<file path="config.mk">
export PLATFORM = sky130hd
export DESIGN_NAME = wg_walker
export DESIGN_NICKNAME = d
export VERILOG_FILES = /design/src/rtl/wg_walker.sv
export SDC_FILE = /design/constraint.sdc
export NUM_CORES = 2
export LEC_CHECK = 0
export CAP_MARGIN = 15
export CELL_PAD_IN_SITES_DETAIL_PLACEMENT = 0
export CELL_PAD_IN_SITES_GLOBAL_PLACEMENT = 1
export CORE_UTILIZATION = 45
export CTS_CLUSTER_DIAMETER = 150
export DETAILED_ROUTE_END_ITERATION = 10
export GPL_TIMING_DRIVEN = 0
export MAX_ROUTING_LAYER = met4
export PLACE_DENSITY = 0.79
export SYNTH_ARGS = -nofsm -noshare
export SYNTH_HDL_FRONTEND = slang
export SYNTH_SLANG_ARGS = --single-unit
</file>
<file path="constraint.sdc">
create_clock -name clk -period 17.05 [get_ports clk]
set_input_delay 3.41 -clock clk [delete_from_list [all_inputs] [get_ports clk]]
set_output_delay 3.41 -clock clk [all_outputs]
set_load 0.02 [all_outputs]
</file>
<file path="src/rtl/wg_walker.sv">
module wg_walker #(
  parameter int GW = 16,
  localparam int TW = 3 * GW,
  localparam int BW = $clog2(GW)
) (
  input  logic          clk,
  input  logic          rst_n,
  input  logic          load,
  input  logic [GW-1:0] grid_x,
  input  logic [GW-1:0] grid_y,
  input  logic [GW-1:0] grid_z,
  input  logic [GW-1:0] wg_x,
  input  logic [GW-1:0] wg_y,
  input  logic [GW-1:0] wg_z,
  output logic          busy,
  output logic [GW-1:0] cnt_x,
  output logic [GW-1:0] cnt_y,
  output logic [GW-1:0] cnt_z,
  output logic [TW-1:0] cnt_total,
  output logic          disp_valid,
  input  logic          disp_ready,
  output logic [GW-1:0] id_x,
  output logic [GW-1:0] id_y,
  output logic [GW-1:0] id_z,
  output logic [TW-1:0] flat_id,
  output logic          disp_done,
  input  logic          wg_finished,
  output logic [TW-1:0] fin_count,
  output logic          all_done
);

  typedef enum logic [1:0] {S_IDLE, S_DIV, S_MUL, S_RUN} state_t;

  state_t        st;
  logic [GW-1:0] gx, gy, gz, sx, sy, sz;
  logic [GW-1:0] px, py, pz;
  logic [GW-1:0] cx, cy, cz;
  logic [GW-1:0] ix, iy, iz;
  logic [TW-1:0] tot, fid, fin;
  logic          done;
  logic [1:0]    ax;
  logic [BW-1:0] bitn;
  logic [GW-1:0] quo;
  logic [GW:0]   rem;

  logic [GW-1:0] dsor, gnext;
  always_comb begin
    case (ax)
      2'd0:    begin dsor = sx; gnext = gy; end
      2'd1:    begin dsor = sy; gnext = gz; end
      default: begin dsor = sz; gnext = gz; end
    endcase
  end

  wire [GW:0]   rsh = {rem[GW-1:0], quo[GW-1]};
  wire          ge  = rsh >= {1'b0, dsor};
  wire [GW:0]   rnx = ge ? rsh - {1'b0, dsor} : rsh;
  wire [GW-1:0] qnx = {quo[GW-2:0], ge};
  wire [GW-1:0] cq  = qnx + 1'b1;

  wire [GW:0] nx = {1'b0, px} + {1'b0, sx};
  wire [GW:0] ny = {1'b0, py} + {1'b0, sy};
  wire [GW:0] nz = {1'b0, pz} + {1'b0, sz};
  wire trip_x = nx >= {1'b0, gx};
  wire trip_y = ny >= {1'b0, gy};
  wire trip_z = nz >= {1'b0, gz};

  wire fire = disp_valid && disp_ready;

  always_ff @(posedge clk) begin
    if (!rst_n) begin
      st <= S_IDLE;
      {gx, gy, gz, sx, sy, sz} <= '0;
      {px, py, pz, cx, cy, cz, ix, iy, iz} <= '0;
      tot <= '0; fid <= '0; fin <= '0; done <= 1'b0;
      ax <= '0; bitn <= '0; quo <= '0; rem <= '0;
    end else if (load) begin
      st <= S_DIV;
      gx <= grid_x; gy <= grid_y; gz <= grid_z;
      sx <= wg_x;   sy <= wg_y;   sz <= wg_z;
      {px, py, pz, cx, cy, cz, ix, iy, iz} <= '0;
      tot <= '0; fid <= '0; fin <= '0; done <= 1'b0;
      ax <= '0; bitn <= '0; rem <= '0;
      quo <= grid_x - 1'b1;
    end else begin
      if (wg_finished) fin <= fin + 1'b1;
      case (st)
        S_DIV: begin
          rem  <= rnx;
          quo  <= qnx;
          bitn <= bitn + 1'b1;
          if (bitn == BW'(GW - 1)) begin
            bitn <= '0;
            rem  <= '0;
            case (ax)
              2'd0:    cx <= cq;
              2'd1:    cy <= cq;
              default: cz <= cq;
            endcase
            if (ax == 2'd2) st <= S_MUL;
            else begin
              ax  <= ax + 1'b1;
              quo <= gnext - 1'b1;
            end
          end
        end
        S_MUL: begin
          tot <= TW'(cx) * TW'(cy) * TW'(cz);
          st  <= S_RUN;
        end
        S_RUN: begin
          if (fire) begin
            fid <= fid + 1'b1;
            if (!trip_x) begin
              ix <= ix + 1'b1;
              px <= nx[GW-1:0];
            end else begin
              ix <= '0; px <= '0;
              if (!trip_y) begin
                iy <= iy + 1'b1;
                py <= ny[GW-1:0];
              end else begin
                iy <= '0; py <= '0;
                iz <= iz + 1'b1;
                pz <= nz[GW-1:0];
                if (trip_z) done <= 1'b1;
              end
            end
          end
        end
        default: ;
      endcase
    end
  end

  assign busy       = (st == S_DIV) || (st == S_MUL);
  assign disp_valid = (st == S_RUN) && !done;
  assign disp_done  = done;
  assign all_done   = done && (fin == tot);
  assign cnt_x = cx;
  assign cnt_y = cy;
  assign cnt_z = cz;
  assign cnt_total = tot;
  assign id_x = ix;
  assign id_y = iy;
  assign id_z = iz;
  assign flat_id   = fid;
  assign fin_count = fin;

endmodule

</file>
==> impl_metrics.py <==
metrics = {
    "synth": {
        "synth_fp_nets": 6527,
        "syn_area_per_cell_um2": 8.606,
        "ys.flop_type": "dfxtp_1",
        "synth_most_common_cell": "inv_1",
        "synth_seq_cells": 425,
        "synth_compound_area_share_pct": 9.619,
        "synthSimpleGateAreaFrac_pct": 19.04,
        "synth-seq-area-share_pct": 18.11,
        "synth_edf_count": 0,
        "synthMuxAreaShare_pct": 3.822,
        "yosysWarnings": 0,
        "synth_cell_types": 78,
        "synth_fa_ha_area_share_pct": 35.60,
        "synth_top_cell_area_share_pct": 26.25,
        "yosys.area.top_type": "fa_1",
        "synthCells": 5459,
        "synth_top_family_by_area": "adder cells",
        "synthXorXnorAreaFrac_pct": 5.649,
        "synth_top_cells_by_area": "fa_1 26%, dfxtp_1 18%, ha_1 9.3%",
        "synth-async-reset-ratio_pct": 0,
        "syn-cell-area_um2": 46980,
        "synth_commonest_cells": "749 x inv_1, 673 x nand2_1, 616 x fa_1",
    },
    "detailed_routing": {
        "drcViolationCount": 0,
        "wl_per_cell_um": 22.13,
        "antenna_left": 0,
        "drtIter0Drc": 2951,
        "first_pass_iters": 5,
        "num_vias": 39348,
        "totalWireLength_mm": 161.1,
        "viasPerCell": 5.405,
    },
    "clock_tree": {
        "post-cts-setup-buffers": 0,
        "numClockSinks": 425,
        "clk_pin_slew_ns": 0.06,
        "cts_tree": "built",
        "postCtsResizedCells": 0,
        "cts-buffers-inserted": 46,
        "cts_root_buf": "clkbuf_16",
        "ctsHoldBuffers": 0,
        "cts_buffer_depth": 3,
        "clock_latency_ns": 0.62,
        "cts.htree.levels": 2,
    },
    "grt": {
        "antenna_found_initial": 5,
        "grt_pass1_vias": 39806,
        "grt_pass1_wl_mm": 247.3,
        "grtUsageTotal_pct": 31.55,
        "grt_max_degree": 15,
        "grt_overflow": 0,
    },
    "flow_run": {
        "drv_cap": 0,
    },
    "sta": {
        "period_minus_slack_ns": 15.13,
        "hold_viol_final": 0,
        "slew_headroom_pct": 12.19,
        "fin_crit_sh_pct": 88.76,
        "skew_ns": 0.02701,
        "grt_setup_unrepaired": "no",
        "setup_tns_ns": 0,
        "tightest_slew_ns": 1.313,
        "setup_viol": 0,
        "fmax_ghz": 0.06608,
        "slew_violations": 0,
    },
    "power_and_ir_drop": {
        "leakagePower_uw": 0.02428,
        "power.density_nw_per_um2": 44.28,
        "finalPower_uw": 2384,
        "vdd_ir_drop_max_v": 0.00007075,
    },
    "finish": {
        "final_area_um2": 53840,
        "drive_gt1_share_pct": 2.188,
        "syn_to_final_growth_pct": 14.60,
        "fin_util_pct": 52.02,
        "final_nets": 6926,
    },
    "floorplan": {
        "die_h_um": 325.1,
        "fp-row-count": 118,
        "pin_count": 345,
        "start_util_pct": 45.39,
        "dieArea_um2": 105700,
        "dieWidth_um": 325.1,
        "coreArea_um2": 103500,
    },
    "worst_setup_path": {
        "arrival_ns": 15.67,
        "cp_slowest_cell": "xnor2_1",
        "cp.required_ns": 17.58,
        "cp-end-kind": "flip-flop",
        "cp_slowest_stage_delay_ns": 0.95,
        "crit_path_max_fanout": 10,
        "r2r-start": "cnt_y[8]",
        "r2r_cells": 45,
        "r2r_slack_ns": 1.92,
        "path_common_cell": "fa_1",
        "setup.worst_path.start_class": "flip-flop",
        "r2r-end": "cnt_total[40]",
        "crit_type": "reg2reg",
        "crit_end": "cnt_total[40]",
        "startpoint": "cnt_y[8]",
    },
    "placed_design": {
        "place_congestion": 0.9677,
        "hpwlAfterDp_mm": 132.0,
        "portBuffers": 342,
        "dpl_cell_area_um2": 52210,
    },
    "status": {
        "status": "completed",
    },
    "worst_hold_path": {
        "hp-start": "px[7]",
        "min_path_type": "reg2reg",
    },
}
kinds of logic after synthesis:
logic type | after synthesis
compound gates | 703
xor+xnor | 303
fa+ha+maj | 967
buf+inv | 1018
flops | 425
mux | 179
simple gates | 1864
worst min-delay path by stage:
stage	to	cells after the start
4_1_cts	px[7]	2
5_1_grt	px[7]	2
6_report	px[7]	2
2_1_floorplan	px[0]	2
3_5_place_dp	px[7]	2
3_3_place_gp	px[9]	2
per-layer routing:
metal	global-route usage [%]	share of wire (%)
met2	48.66	45
met1	41.88	44
met3	6.202	8.0
met4	9.331	3.5
met5	-	0
through the flow:
stage	hold slack, ns	setup WS, ns	instances
floorplan	0.4356	4.882	5459
global placement	0.4498	1.447	7181
detailed placement	0.4560	2.067	7189
CTS	0.4649	1.986	7274
global route	0.4853	1.360	7279
finish	0.4629	1.916	7280
worst max-delay path: cells and delay by family, from the launching register on:
family | cells | cell delay [ns]
AO/OA/AOI/OAI | 10 | 2.74
XOR/XNOR | 2 | 1.54
adder cells (fa/ha/maj) | 14 | 6.99
buffers and inverters | 11 | 2.09
flip-flops | 1 | 0.33
multiplexers | 1 | 0.18
AND/OR/NAND/NOR | 7 | 1.19
power breakdown:
part / switching (uW) / internal [uW] / leakage (uW)
Combinational: 155 / 108 / 0.0200
Sequential: 24.5 / 1010 / 0.00345
Clock: 459 / 626 / 0.000797
final cells by class:
cell class	instances	area (um^2)
fillers	9889	49660
multi-input cells	4016	34650
flip-flops and latches	425	8508
repair buffers	351	3498
inverters	750	2815
well taps	1380	1727
clock buffers	61	1319
plain buffers	268	1021
clock inverters	24	294.0
diodes	5	12.51
cell usage in the layout (no fill, tap or decap), types with 11 or more instances in the layout:
cell type / synthesis / layout
dfxtp_1: 425 / 425
ha_1: 351 / 351
a31oi_1: 25 / 25
a21oi_1: 217 / 217
inv_1: 749 / 749
a21o_1: 60 / 60
xor2_1: 180 / 180
nand3_1: 112 / 112
xnor2_1: 123 / 123
and3_1: 72 / 72
a211oi_1: 50 / 49
a22o_1: 30 / 30
clkbuf_16: 0 / 47
nor3_1: 46 / 45
fa_1: 616 / 616
or3_1: 37 / 37
nor2b_1: 124 / 124
nand4_1: 52 / 52
buf_2: 12 / 12
a22oi_1: 11 / 11
mux2i_1: 176 / 176
o21ai_0: 151 / 151
nor2_1: 359 / 359
and2_1: 292 / 292
nor3b_1: 18 / 18
clkdlybuf4s50_1: 0 / 342
o211ai_1: 20 / 20
o21a_1: 26 / 26
nand2_1: 673 / 673
clkbuf_1: 235 / 240
o21bai_1: 17 / 17
nand2b_1: 31 / 31
buf_1: 21 / 21
nor4_1: 20 / 20
(Power assumes the default switching activity.)
